**src/rtl/black_clamp_pkg.sv**
```systemverilog
package black_clamp_pkg;
  localparam logic [1:0] ADDR_CTRL = 2'd0;
  localparam logic [1:0] ADDR_TGT  = 2'd1;
  localparam logic [1:0] ADDR_DIV  = 2'd2;
  localparam int CTRL_BLANK_BIT = 0;
  localparam int CTRL_OFF_BIT   = 2;

  typedef struct packed {
    logic loop_off;
    logic blank_to_tgt;
  } clamp_ctrl_t;
endpackage

```
**src/rtl/clamp_regs.sv**
```systemverilog
module clamp_regs
  import black_clamp_pkg::*;
#(
  parameter int PIX_W = 12,
  parameter int DIV_W = 8
) (
  input  logic             clk,
  input  logic             rst_n,
  input  logic             cfg_we,
  input  logic [1:0]       cfg_addr,
  input  logic [PIX_W-1:0] cfg_wdata,
  input  logic             win_i,
  output clamp_ctrl_t      ctrl_o,
  output logic [PIX_W-1:0] tgt_o,
  output logic [DIV_W-1:0] div_o,
  output logic             div_wr_o
);
  clamp_ctrl_t      ctrl_q, ctrl_d;
  logic [PIX_W-1:0] pend_q, pend_d, act_q, act_d;
  logic [DIV_W-1:0] div_q, div_d;
  logic             wr_ctrl, wr_tgt, wr_div;

  always_comb begin
    wr_ctrl = cfg_we && (cfg_addr == ADDR_CTRL);
    wr_tgt  = cfg_we && (cfg_addr == ADDR_TGT);
    wr_div  = cfg_we && (cfg_addr == ADDR_DIV);
    ctrl_d  = ctrl_q;
    pend_d  = pend_q;
    div_d   = div_q;
    if (wr_ctrl) begin
      ctrl_d.loop_off     = cfg_wdata[CTRL_OFF_BIT];
      ctrl_d.blank_to_tgt = cfg_wdata[CTRL_BLANK_BIT];
    end
    if (wr_tgt) pend_d = cfg_wdata;
    if (wr_div) div_d = cfg_wdata[DIV_W-1:0];
    act_d = win_i ? act_q : pend_q;
  end

  always_ff @(posedge clk or negedge rst_n) begin
    if (!rst_n) begin
      ctrl_q <= '0;
      pend_q <= '0;
      act_q  <= '0;
      div_q  <= '0;
    end else begin
      ctrl_q <= ctrl_d;
      pend_q <= pend_d;
      act_q  <= act_d;
      div_q  <= div_d;
    end
  end

  assign ctrl_o   = ctrl_q;
  assign tgt_o    = act_q;
  assign div_o    = div_q;
  assign div_wr_o = wr_div;

  assert_target_frozen_R10: assert property (@(posedge clk) disable iff (!rst_n)
    win_i |=> $stable(act_q));
endmodule

```
**src/rtl/clamp_accum.sv**
```systemverilog
module clamp_accum #(
  parameter int PIX_W = 12,
  parameter int CNT_W = 6,
  localparam int ERR_W = PIX_W + 1,
  localparam int SUM_W = ERR_W + CNT_W
) (
  input  logic                    clk,
  input  logic                    rst_n,
  input  logic                    win_i,
  input  logic                    pix_valid,
  input  logic [PIX_W-1:0]        pix_code,
  input  logic [PIX_W-1:0]        tgt_i,
  output logic                    close_o,
  output logic signed [SUM_W-1:0] sum_o,
  output logic [CNT_W-1:0]        cnt_o
);
  localparam logic [CNT_W-1:0] CNT_MAX = '1;

  logic                    win_q;
  logic signed [SUM_W-1:0] sum_q, sum_d;
  logic [CNT_W-1:0]        cnt_q, cnt_d;
  logic signed [ERR_W-1:0] err;
  logic                    take, close;

  always_comb begin
    err   = $signed({1'b0, pix_code}) - $signed({1'b0, tgt_i});
    close = win_q && !win_i;
    take  = win_i && pix_valid && (cnt_q != CNT_MAX);
    sum_d = sum_q;
    cnt_d = cnt_q;
    if (close) begin
      sum_d = '0;
      cnt_d = '0;
    end else if (take) begin
      sum_d = sum_q + SUM_W'(err);
      cnt_d = cnt_q + 1'b1;
    end
  end

  always_ff @(posedge clk or negedge rst_n) begin
    if (!rst_n) begin
      win_q <= 1'b0;
      sum_q <= '0;
      cnt_q <= '0;
    end else begin
      win_q <= win_i;
      sum_q <= sum_d;
      cnt_q <= cnt_d;
    end
  end

  assign close_o = close;
  assign sum_o   = sum_q;
  assign cnt_o   = cnt_q;

  assert_clear_after_close_R2: assert property (@(posedge clk) disable iff (!rst_n)
    close |=> (cnt_q == '0 && sum_q == '0));
  assert_idle_no_sum_R2: assert property (@(posedge clk) disable iff (!rst_n)
    (!(win_i && pix_valid) && !close) |=> $stable(sum_q));
  assert_count_cap_R11: assert property (@(posedge clk) disable iff (!rst_n)
    (cnt_q == CNT_MAX && !close) |=> cnt_q == CNT_MAX);
endmodule

```
**src/rtl/clamp_filter.sv**
```systemverilog
module clamp_filter #(
  parameter int DAC_W   = 10,
  parameter int SUM_W   = 19,
  parameter int CNT_W   = 6,
  parameter int FRAC    = 16,
  parameter int GAIN_SH = 2,
  parameter int DIV_W   = 8
) (
  input  logic                    clk,
  input  logic                    rst_n,
  input  logic                    close_i,
  input  logic                    loop_on_i,
  input  logic signed [SUM_W-1:0] sum_i,
  input  logic [CNT_W-1:0]        cnt_i,
  input  logic [DIV_W-1:0]        div_i,
  input  logic                    div_wr_i,
  output logic [DAC_W-1:0]        corr_o
);
  localparam int CNT_N = 1 << CNT_W;
  localparam int RCP_W = FRAC + 1;
  localparam int PRD_W = SUM_W + RCP_W + 1;
  localparam int NW    = PRD_W - FRAC;
  localparam logic [DAC_W-1:0] CORR_MID = DAC_W'(1 << (DAC_W - 1));
  localparam logic signed [NW-1:0] CORR_TOP = NW'((1 << DAC_W) - 1);

  logic [RCP_W-1:0] rcp_lut [CNT_N];
  for (genvar g = 0; g < CNT_N; g++) begin : g_rcp
    if (g == 0) begin : g_zero
      assign rcp_lut[g] = '0;
    end else begin : g_val
      assign rcp_lut[g] = RCP_W'(((2 ** FRAC) + g / 2) / g);
    end
  end

  logic signed [PRD_W-1:0] prod;
  logic signed [NW-1:0]    mean, step, nxt;
  logic [DAC_W-1:0]        corr_q, corr_d;
  logic [DIV_W-1:0]        line_q, line_d;
  logic                    turn, apply;

  always_comb begin
    prod  = PRD_W'(sum_i) * PRD_W'($signed({1'b0, rcp_lut[cnt_i]}));
    mean  = NW'(prod >>> FRAC);
    step  = mean >>> GAIN_SH;
    nxt   = $signed({{(NW-DAC_W){1'b0}}, corr_q}) - step;
    turn  = close_i && loop_on_i;
    apply = turn && (line_q == div_i) && (cnt_i != '0);
    corr_d = corr_q;
    if (apply) begin
      if (nxt < 0)             corr_d = '0;
      else if (nxt > CORR_TOP) corr_d = '1;
      else                     corr_d = nxt[DAC_W-1:0];
    end
    line_d = line_q;
    if (div_wr_i)            line_d = '0;
    else if (turn)           line_d = (line_q == div_i) ? '0 : line_q + 1'b1;
  end

  always_ff @(posedge clk or negedge rst_n) begin
    if (!rst_n) begin
      corr_q <= CORR_MID;
      line_q <= '0;
    end else begin
      corr_q <= corr_d;
      line_q <= line_d;
    end
  end

  assign corr_o = corr_q;

  assert_corr_only_on_close_R3: assert property (@(posedge clk) disable iff (!rst_n)
    !(close_i && loop_on_i) |=> $stable(corr_q));
  assert_empty_window_R5: assert property (@(posedge clk) disable iff (!rst_n)
    (close_i && cnt_i == '0) |=> $stable(corr_q));
  assert_open_loop_holds_R7: assert property (@(posedge clk) disable iff (!rst_n)
    !loop_on_i |=> $stable(corr_q));
  assert_skip_line_R6: assert property (@(posedge clk) disable iff (!rst_n)
    (close_i && line_q != div_i) |=> $stable(corr_q));
endmodule

```
**src/rtl/clamp_dout.sv**
```systemverilog
module clamp_dout #(
  parameter int PIX_W = 12
) (
  input  logic             clk,
  input  logic             rst_n,
  input  logic             pix_valid,
  input  logic [PIX_W-1:0] pix_code,
  input  logic             blank,
  input  logic             blank_to_tgt,
  input  logic [PIX_W-1:0] tgt_i,
  output logic [PIX_W-1:0] dout
);
  logic [PIX_W-1:0] dout_q, dout_d, fill;

  always_comb begin
    fill   = blank_to_tgt ? tgt_i : '0;
    dout_d = dout_q;
    if (pix_valid) dout_d = blank ? fill : pix_code;
  end

  always_ff @(posedge clk or negedge rst_n) begin
    if (!rst_n) dout_q <= '0;
    else        dout_q <= dout_d;
  end

  assign dout = dout_q;

  assert_dout_hold_R9: assert property (@(posedge clk) disable iff (!rst_n)
    !pix_valid |=> $stable(dout_q));
  assert_blank_zero_R8: assert property (@(posedge clk) disable iff (!rst_n)
    (pix_valid && blank && !blank_to_tgt) |=> dout_q == '0);
endmodule

```
**src/rtl/black_clamp_loop.sv**
```systemverilog
module black_clamp_loop
  import black_clamp_pkg::*;
#(
  parameter int PIX_W   = 12,
  parameter int DAC_W   = 10,
  parameter int CNT_W   = 6,
  parameter int FRAC    = 16,
  parameter int GAIN_SH = 2,
  parameter int DIV_W   = 8
) (
  input  logic             clk,
  input  logic             rst_n,
  input  logic             pix_valid,
  input  logic [PIX_W-1:0] pix_code,
  input  logic             clamp_win,
  input  logic             blank,
  input  logic             cfg_we,
  input  logic [1:0]       cfg_addr,
  input  logic [PIX_W-1:0] cfg_wdata,
  output logic [DAC_W-1:0] dac_code,
  output logic [PIX_W-1:0] dout
);
  localparam int SUM_W = PIX_W + 1 + CNT_W;

  logic [1:0]              rst_sync;
  logic                    rst_int_n;
  clamp_ctrl_t             ctrl;
  logic [PIX_W-1:0]        tgt;
  logic [DIV_W-1:0]        div;
  logic                    div_wr, close;
  logic signed [SUM_W-1:0] sum;
  logic [CNT_W-1:0]        cnt;
  logic [DAC_W-1:0]        corr;

  always_ff @(posedge clk or negedge rst_n) begin
    if (!rst_n) rst_sync <= '0;
    else        rst_sync <= {rst_sync[0], 1'b1};
  end
  assign rst_int_n = rst_sync[1];

  clamp_regs #(.PIX_W(PIX_W), .DIV_W(DIV_W)) u_regs (
    .clk(clk), .rst_n(rst_int_n), .cfg_we(cfg_we), .cfg_addr(cfg_addr),
    .cfg_wdata(cfg_wdata), .win_i(clamp_win), .ctrl_o(ctrl), .tgt_o(tgt),
    .div_o(div), .div_wr_o(div_wr));

  clamp_accum #(.PIX_W(PIX_W), .CNT_W(CNT_W)) u_accum (
    .clk(clk), .rst_n(rst_int_n), .win_i(clamp_win), .pix_valid(pix_valid),
    .pix_code(pix_code), .tgt_i(tgt), .close_o(close), .sum_o(sum), .cnt_o(cnt));

  clamp_filter #(.DAC_W(DAC_W), .SUM_W(SUM_W), .CNT_W(CNT_W), .FRAC(FRAC),
                 .GAIN_SH(GAIN_SH), .DIV_W(DIV_W)) u_filter (
    .clk(clk), .rst_n(rst_int_n), .close_i(close), .loop_on_i(!ctrl.loop_off),
    .sum_i(sum), .cnt_i(cnt), .div_i(div), .div_wr_i(div_wr), .corr_o(corr));

  clamp_dout #(.PIX_W(PIX_W)) u_dout (
    .clk(clk), .rst_n(rst_int_n), .pix_valid(pix_valid), .pix_code(pix_code),
    .blank(blank), .blank_to_tgt(ctrl.blank_to_tgt), .tgt_i(tgt), .dout(dout));

  assign dac_code = ctrl.loop_off ? tgt[DAC_W-1:0] : corr;

  assert_open_loop_code_R7: assert property (@(posedge clk) disable iff (!rst_int_n)
    ctrl.loop_off |-> dac_code == tgt[DAC_W-1:0]);
endmodule

```
**config.mk**
```make
export PLATFORM = sky130hd
export DESIGN_NAME = black_clamp_loop
export DESIGN_NICKNAME = d
export VERILOG_FILES = /design/src/rtl/black_clamp_pkg.sv /design/src/rtl/clamp_regs.sv /design/src/rtl/clamp_accum.sv /design/src/rtl/clamp_filter.sv /design/src/rtl/clamp_dout.sv /design/src/rtl/black_clamp_loop.sv
export SDC_FILE = /design/constraint.sdc
export NUM_CORES = 1
export LEC_CHECK = 0
export ABC_AREA = 1
export BUFFER_PORTS_ARGS = -buffer_cell sky130_fd_sc_hd__buf_2
export CAP_MARGIN = 20
export CORE_ASPECT_RATIO = 1.25
export CORE_MARGIN = 3
export CORE_UTILIZATION = 26
export DETAILED_ROUTE_END_ITERATION = 12
export GPL_ROUTABILITY_DRIVEN = 0
export PLACE_DENSITY = 0.38
export REMOVE_ABC_BUFFERS = 1
export SLEW_MARGIN = 20
export SYNTH_ARGS = -nofsm -noshare
export SYNTH_HDL_FRONTEND = slang
export SYNTH_HIERARCHICAL = 1
export SYNTH_SLANG_ARGS = --single-unit
```
**constraint.sdc**
```tcl
create_clock -name clk -period 5.2 [get_ports clk]
set_input_delay 1.04 -clock clk [delete_from_list [all_inputs] [get_ports clk]]
set_output_delay 1.04 -clock clk [all_outputs]
set_load 0.01 [all_outputs]
```
; ---- Word-level counts from Yosys, hierarchy flattened
; Memories as Yosys holds them, arrays and structs flattened.
; Index checks and enable logic that the tools add are counted.
[totals]
register_bits = 92
latchBits = 0
ramBits = 0
rom_bits = 1088
input_bits = 32
wordCells = 56
memories = 1
[memory_table]
columns = memory, words, width, read_ports, rd_ports_with_merged_regs, wr, line
row1 = (no name shown), 64, 17, 1, 0, 0, clamp_filter.sv:42  ; prod = PRD_W'(sum_i) * PRD_W'($signed({1'b0, rcp_lut[cnt_i]}));
[op_classes]
addsub = 5
multipliers = 1
n_div = 0
n_lt_le_gt_ge = 3
eq_ne = 4
shift = 0
n_mux = 14
bitwise = 1
reduce_logical = 15
[ops]
columns = op, n
row1 = 2-to-1 mux 19 bit, 2
row2 = multiplier 19 x 18 -> 37 bit, 1
row3 = 2-to-1 mux 17 bit, 2
row4 = 2-to-1 mux 10 bit, 3
row5 = 2-to-1 mux 12 bit, 2
row6 = 2-to-1 mux 8 bit, 3
row7 = > comparator 20 x 11 -> 1 bit (second input constant), 1
row8 = < comparator 20 x 1 -> 1 bit (second input constant), 1
row9 = subtractor 11 x 19 -> 20 bit, 1
row10 = adder 19 x 13 -> 19 bit, 1
row11 = subtractor 12 x 12 -> 13 bit, 1
row12 = 2-to-1 mux 6 bit, 2
row13 = logical AND 1 bit, 9
row14 = adder 8 x 1 -> 8 bit (second input constant), 1
row15 = == test 8 bit, 1
row16 = greater-or-equal comparator 7 bit (second input constant), 1
row17 = inverter 6 -> 7 bit, 1
row18 = adder 6 x 1 -> 6 bit (second input constant), 1
row19 = inequality test 6 bit (second input constant), 1
row20 = nonzero test 6 bit, 1
row21 = nonzero test 2 bit, 2
row22 = == test 2 x 1 -> 1 bit (second input constant), 1
row23 = == test 2 bit (second input constant), 1
row24 = zero test 1 bit, 2
row25 = zero test 2 bit, 1

; ---- Longest topological paths before layout
[logic_depth]
word_depth = 9
depth_mapped = 55

; ---- Hierarchy
; Netlist, hierarchy kept.
[modules_own_cells]
columns = module, n_inst, cells_each, area_each_um2, seq_area_each_um2
row1 = clamp_filter, 1, 2023, 14969.4, 451.7
row2 = clamp_accum, 1, 404, 2717.6, 650.6
row3 = clamp_regs, 1, 152, 1396.3, 850.8
row4 = clamp_dout, 1, 91, 651.9, 300.3
row5 = black_clamp_loop, 1, 36, 188.9, 50.0

; ---- Worst setup path after synthesis
; No wires, ideal clock.
[synth_path]
path_type = reg2reg
from = register u_accum.cnt_q[1] (netlist: u_accum/cnt_o[1])
to = register u_filter.corr_q[4] (netlist: u_filter/corr_o[4])
setup_time_ns = 0.116
t_arrival_ns = 8.351
required_time_ns = 5.084
setup_slack_ns = -3.268
path_stages_with_launch = 48
n_path_buf = 2
synth_period_minus_slack_ns = 8.468
path_cell_list = dfrtp_1 -> clkbuf_1 -> inv_1 -> ha_1 -> inv_1 -> nor2_1 -> nor3_1 -> o311ai_0 -> nand2_1 -> inv_1 -> clkbuf_1 -> nand2_1 -> fa_1 -> inv_1 -> fa_1 -> inv_1 -> fa_1 -> inv_1 -> (+12 left out) -> a21oi_1 -> xor2_1 -> ha_1 -> nand2_1 -> nor3_1 -> nand2_1 -> o211ai_1 -> nand3_1 -> nor2_1 -> nand4_1 -> nand2_1 -> nand2_1 -> nor2_1 -> nand3_2 -> nand2_4 -> nand2_1 -> nand2_1 -> nand2_1
[synth_via]
elab_chain_cells = 9
[synth_lines]
columns = item, line
row1 = start: declaration, clamp_accum.sv:21  ; logic [CNT_W-1:0] cnt_q, cnt_d;
row2 = start signal: assignment, clamp_accum.sv:48  ; cnt_q <= cnt_d;
row3 = inverter 6 -> 7 bit (not written as such), clamp_filter.sv:42
row4 = memory (64 x 17 bit), n/a
row5 = 2-to-1 mux 17 bit (not written as such) (2 in series), clamp_filter.sv:42
row6 = multiplier 19 x 18 -> 37 bit, clamp_filter.sv:42
row7 = subtractor 11 x 19 -> 20 bit, clamp_filter.sv:45  ; nxt = $signed({{(NW-DAC_W){1'b0}}, corr_q}) - step;
row8 = > comparator 20 x 11 -> 1 bit, clamp_filter.sv:51  ; else if (nxt > CORR_TOP) corr_d = '1;
row9 = 2-to-1 mux 10 bit, clamp_filter.sv:51
row10 = 2-to-1 mux 10 bit, clamp_filter.sv:50  ; if (nxt < 0) corr_d = '0;
row11 = end signal: assignment, clamp_filter.sv:64  ; corr_q <= corr_d;
row12 = end: declaration, clamp_filter.sv:37  ; logic [DAC_W-1:0] corr_q, corr_d;
; Several ways; a longest one is shown, not always the timed one. The select of a mux whose other input is x is not followed.
; A chain may end at the register's enable or synchronous reset.

; ---- Worst setup path in the final report
[layout_path]
from = register u_accum.cnt_q[0] (netlist: u_accum/cnt_o[0])
to = register u_filter.corr_q[0] (netlist: u_filter/corr_o[0])
; The elaborated chain is that of the path after synthesis.

==> qor.csv <==
metric;value;unit
outcome;complete, but fails checks;
failing checks;setup timing;
unique cell type count in the Yosys netlist;56;
Tcrit/Tclk final;162;%
Finish-stage setup viols;10;
sequential area share after synthesis;11.6;%
total grt overflow;0;
max incr delay on CP;0.54;ns
Clock Latency Late Sink;0.37;ns
Worst Hold Slack;0.282;ns
vias after detailed routing;18410;
CTS Buf Count;9;
Ant. Diodes;0;
DRC Markers;0;
largest area contributor in the netlist;fa_1;
TritonRoute pass-1 iters;5;
clk_skew;0.0107;ns
worst-path fanout max;5;
CTS root buf;clkbuf_16;
most frequent CP cell;nand2_1;
clock tree buffer depth;2;
Async SR Flop Fraction;100;%
crit end category;register;
TritonCTS clock tree;built;
core area;75300;um2
die area;80000;um2
EDFF count, synth;0;
area grow syn2layout;31.4;%
DP HPWL;61400;um
fmax;118;MHz
Pwr Density;380;nW/um2
Ys Warns;6;
num rows;112;
leakage;0.0137;uW
Max-Cap Viols;0;
1st-iter DRT viols;749;
final period demand of the worst path;8.44;ns
share of cells above drive strength 1;26.2;%
actual slew at the worst max-slew pin;0.800;ns
Syn Area/Cell;7.36;um2
Critical Path RT;5.46;ns
largest net degree at the start of global routing;60;
CP startpoint kind;register;
Setup TNS Final;-31.71;ns
CP max-delay cell;fa_1;
setup ws final;-3.24;ns
top post-synthesis cells by area;fa_1, nand2_1, dfrtp_1;
first-pass GRT wire length;114000;um
Worst EP arrival;8.70;ns
fillers;7963;
synthesis-stage register bit count;92;
Starting Density;26.5;%
NumNets Final;3642;
# hold bufs at CTS;0;
vias in the first global route;20413;
Main synth FF type;dfrtp_1;
Horiz. Die Dim;254;um
IO buf count;53;
clock sink total;92;
clock slew at reported path FFs;0.07;ns
slew margin rel.;46.7;%
Fin. Hold Viols;0;
initial antenna violation count;0;
Syn Inst Count;2706;
GRT Total Usage;18.3;%
Final Max Slew Viols;0;
Hold Crit Class;reg -> async;
WL per Instance;17.2;um
ANT nets after route;0;
final WL;70800;um
synthesized area;19900;um2
RSZ-0062 raised after global routing;yes;
CTS H-tree lvls;3;
vias per cell;4.47;
critical path class;reg -> reg;
Worst VDD drop;0.230;mV
I/O pin total;54;
proportion of netlist area held by the largest area contributor;32.9;%
Die H;316;um
worst max-delay path, delay by kind of cell (launching register included):
family	cells	cell delay [ns]
flip-flops	1	0.39
AO/OA/AOI/OAI	3	0.48
XOR/XNOR	1	0.18
adder cells (fa/ha/maj)	9	3.95
buffers and inverters	14	1.29
AND/OR/NAND/NOR	24	2.02
sequential cells by signal (all words and copies together), names as in the netlist, 6 cells and up:
signal / cells
u_accum/cnt_o: 6
u_accum/sum_o: 19
u_dout/dout: 12
u_filter/corr_o: 10
u_filter/line_q: 8
u_regs/div_o: 8
u_regs/pend_q: 12
u_regs/tgt_o: 12
what timing repair did:
item	4_1_cts	5_1_grt
resized for setup	234	121
endpoints found under the setup margin	10	10
hold endpoints to repair	0	0
pin swaps	93	99
gates cloned	0	0
buffers inserted	55	10
cell families (layout without fill, tap and decap cells):
family	after synthesis	count (layout)	synth area share [%]
AOI/OAI and AO/OA	229	229	6.64
adders and majority gates	468	468	41.7
xor gates and xnor gates	48	48	2.11
DFF	92	92	11.6
buffers and inverters	670	1111	13.1
and+or+nand+nor	1198	1198	24.8
other	1	1	0.0188
power by group:
group / internal, uW / switching (uW) / leakage, uW
Sequential: 872 / 214 / 0.00118
Clock: 390 / 318 / 0.000150
Combinational: 3510 / 4650 / 0.0123
path summary, 6_finish.rpt:
check                                  from                  to  slack [ns]  depth (start not counted)
max                        u_accum/cnt_o[0]  u_filter/corr_o[0]       -3.24                         51
min                             rst_sync[1]       u_accum/win_q        0.28                          0
max reg2reg                u_accum/cnt_o[0]  u_filter/corr_o[0]       -3.24                         51
min reg2reg                     rst_sync[1]       u_accum/win_q        0.28                          0
max in group asynchronous       rst_sync[1]  u_filter/corr_o[4]        3.74                          1
min in group clk                rst_sync[0]         rst_sync[1]        0.35                          0
area by class of cell:
class / instances / area, um2 / share of cell area [%]
inverter: 604 / 2290 / 8.76
tap: 969 / 1210 / 4.63
timing repair buffer: 491 / 3830 / 14.6
sequential: 92 / 2310 / 8.81
multi-input combinational: 1944 / 16200 / 62.0
clock buffer: 10 / 239 / 0.913
clock inverter: 6 / 68.8 / 0.263
metrics by stage:
| stage | area, um2 | std cells | worst slack, ns | total power, uW | util, % |
|---|---|---|---|---|---|
| 3_3_place_gp | 24100 | 4039 | -4.03 | 8340 | 32.0 |
| 2_1_floorplan | 19600 | 2640 | -3.15 | 5160 | - |
| 6_report | 26200 | 4116 | -3.24 | 9960 | 34.8 |
| 4_1_cts | 25700 | 4108 | -3.19 | 9650 | 34.2 |
| 3_5_place_dp | 24100 | 4039 | -3.96 | 8280 | 32.0 |
| 5_1_grt | 26200 | 4116 | -3.64 | 11000 | 34.8 |
synthesized netlist by cell type, types with 3 or more instances:
cell type    n
o21bai_1    10
o21ai_0     77
nand3b_1     6
nor2_1     311
nor2_4       5
xor2_1      35
clkinv_1    15
a31oi_1     11
buf_2       13
o311ai_0     3
fa_1       327
o211ai_1     6
nand3_2      7
nand2_1    691
a211oi_1     3
and2_1       3
o221ai_1     5
xnor2_1     13
o21ai_1      7
inv_2       12
a21oi_2      5
clkbuf_1    30
buf_6        5
nor3_1      13
buf_1       13
or2_2        4
nand4_1     33
inv_1      575
a21o_1       4
nand3_1     83
o31ai_1      3
dfrtp_1     91
o21ai_2      3
nor4_1       3
o22ai_1      3
nand2_2     18
a21oi_1     80
buf_4        3
ha_1       141
nor2_2      15
layout by cell type, fill, tap and decap left out, types with 23 or more instances in the layout:
master   instances
buf_4          401
nand2_1        632
inv_1          542
o21ai_0         61
nand4_1         33
nand2_2         59
xor2_1          33
dfrtp_1         90
ha_4            23
nor2_2          36
nand3_1         73
inv_2           44
buf_2           53
a21oi_1         65
ha_1           114
nor2_1         273
fa_1           307
per-layer routing:
metal	GRT usage [%]	vias to the layer above	part of all wire (%)
met5	0	-	0
met4	4.66	0	2.6
met3	1.30	80	2.4
met2	35.6	295	54
met1	21.6	9053	41
li1	-	8982	-
Power figures use the tool's default switching activity.
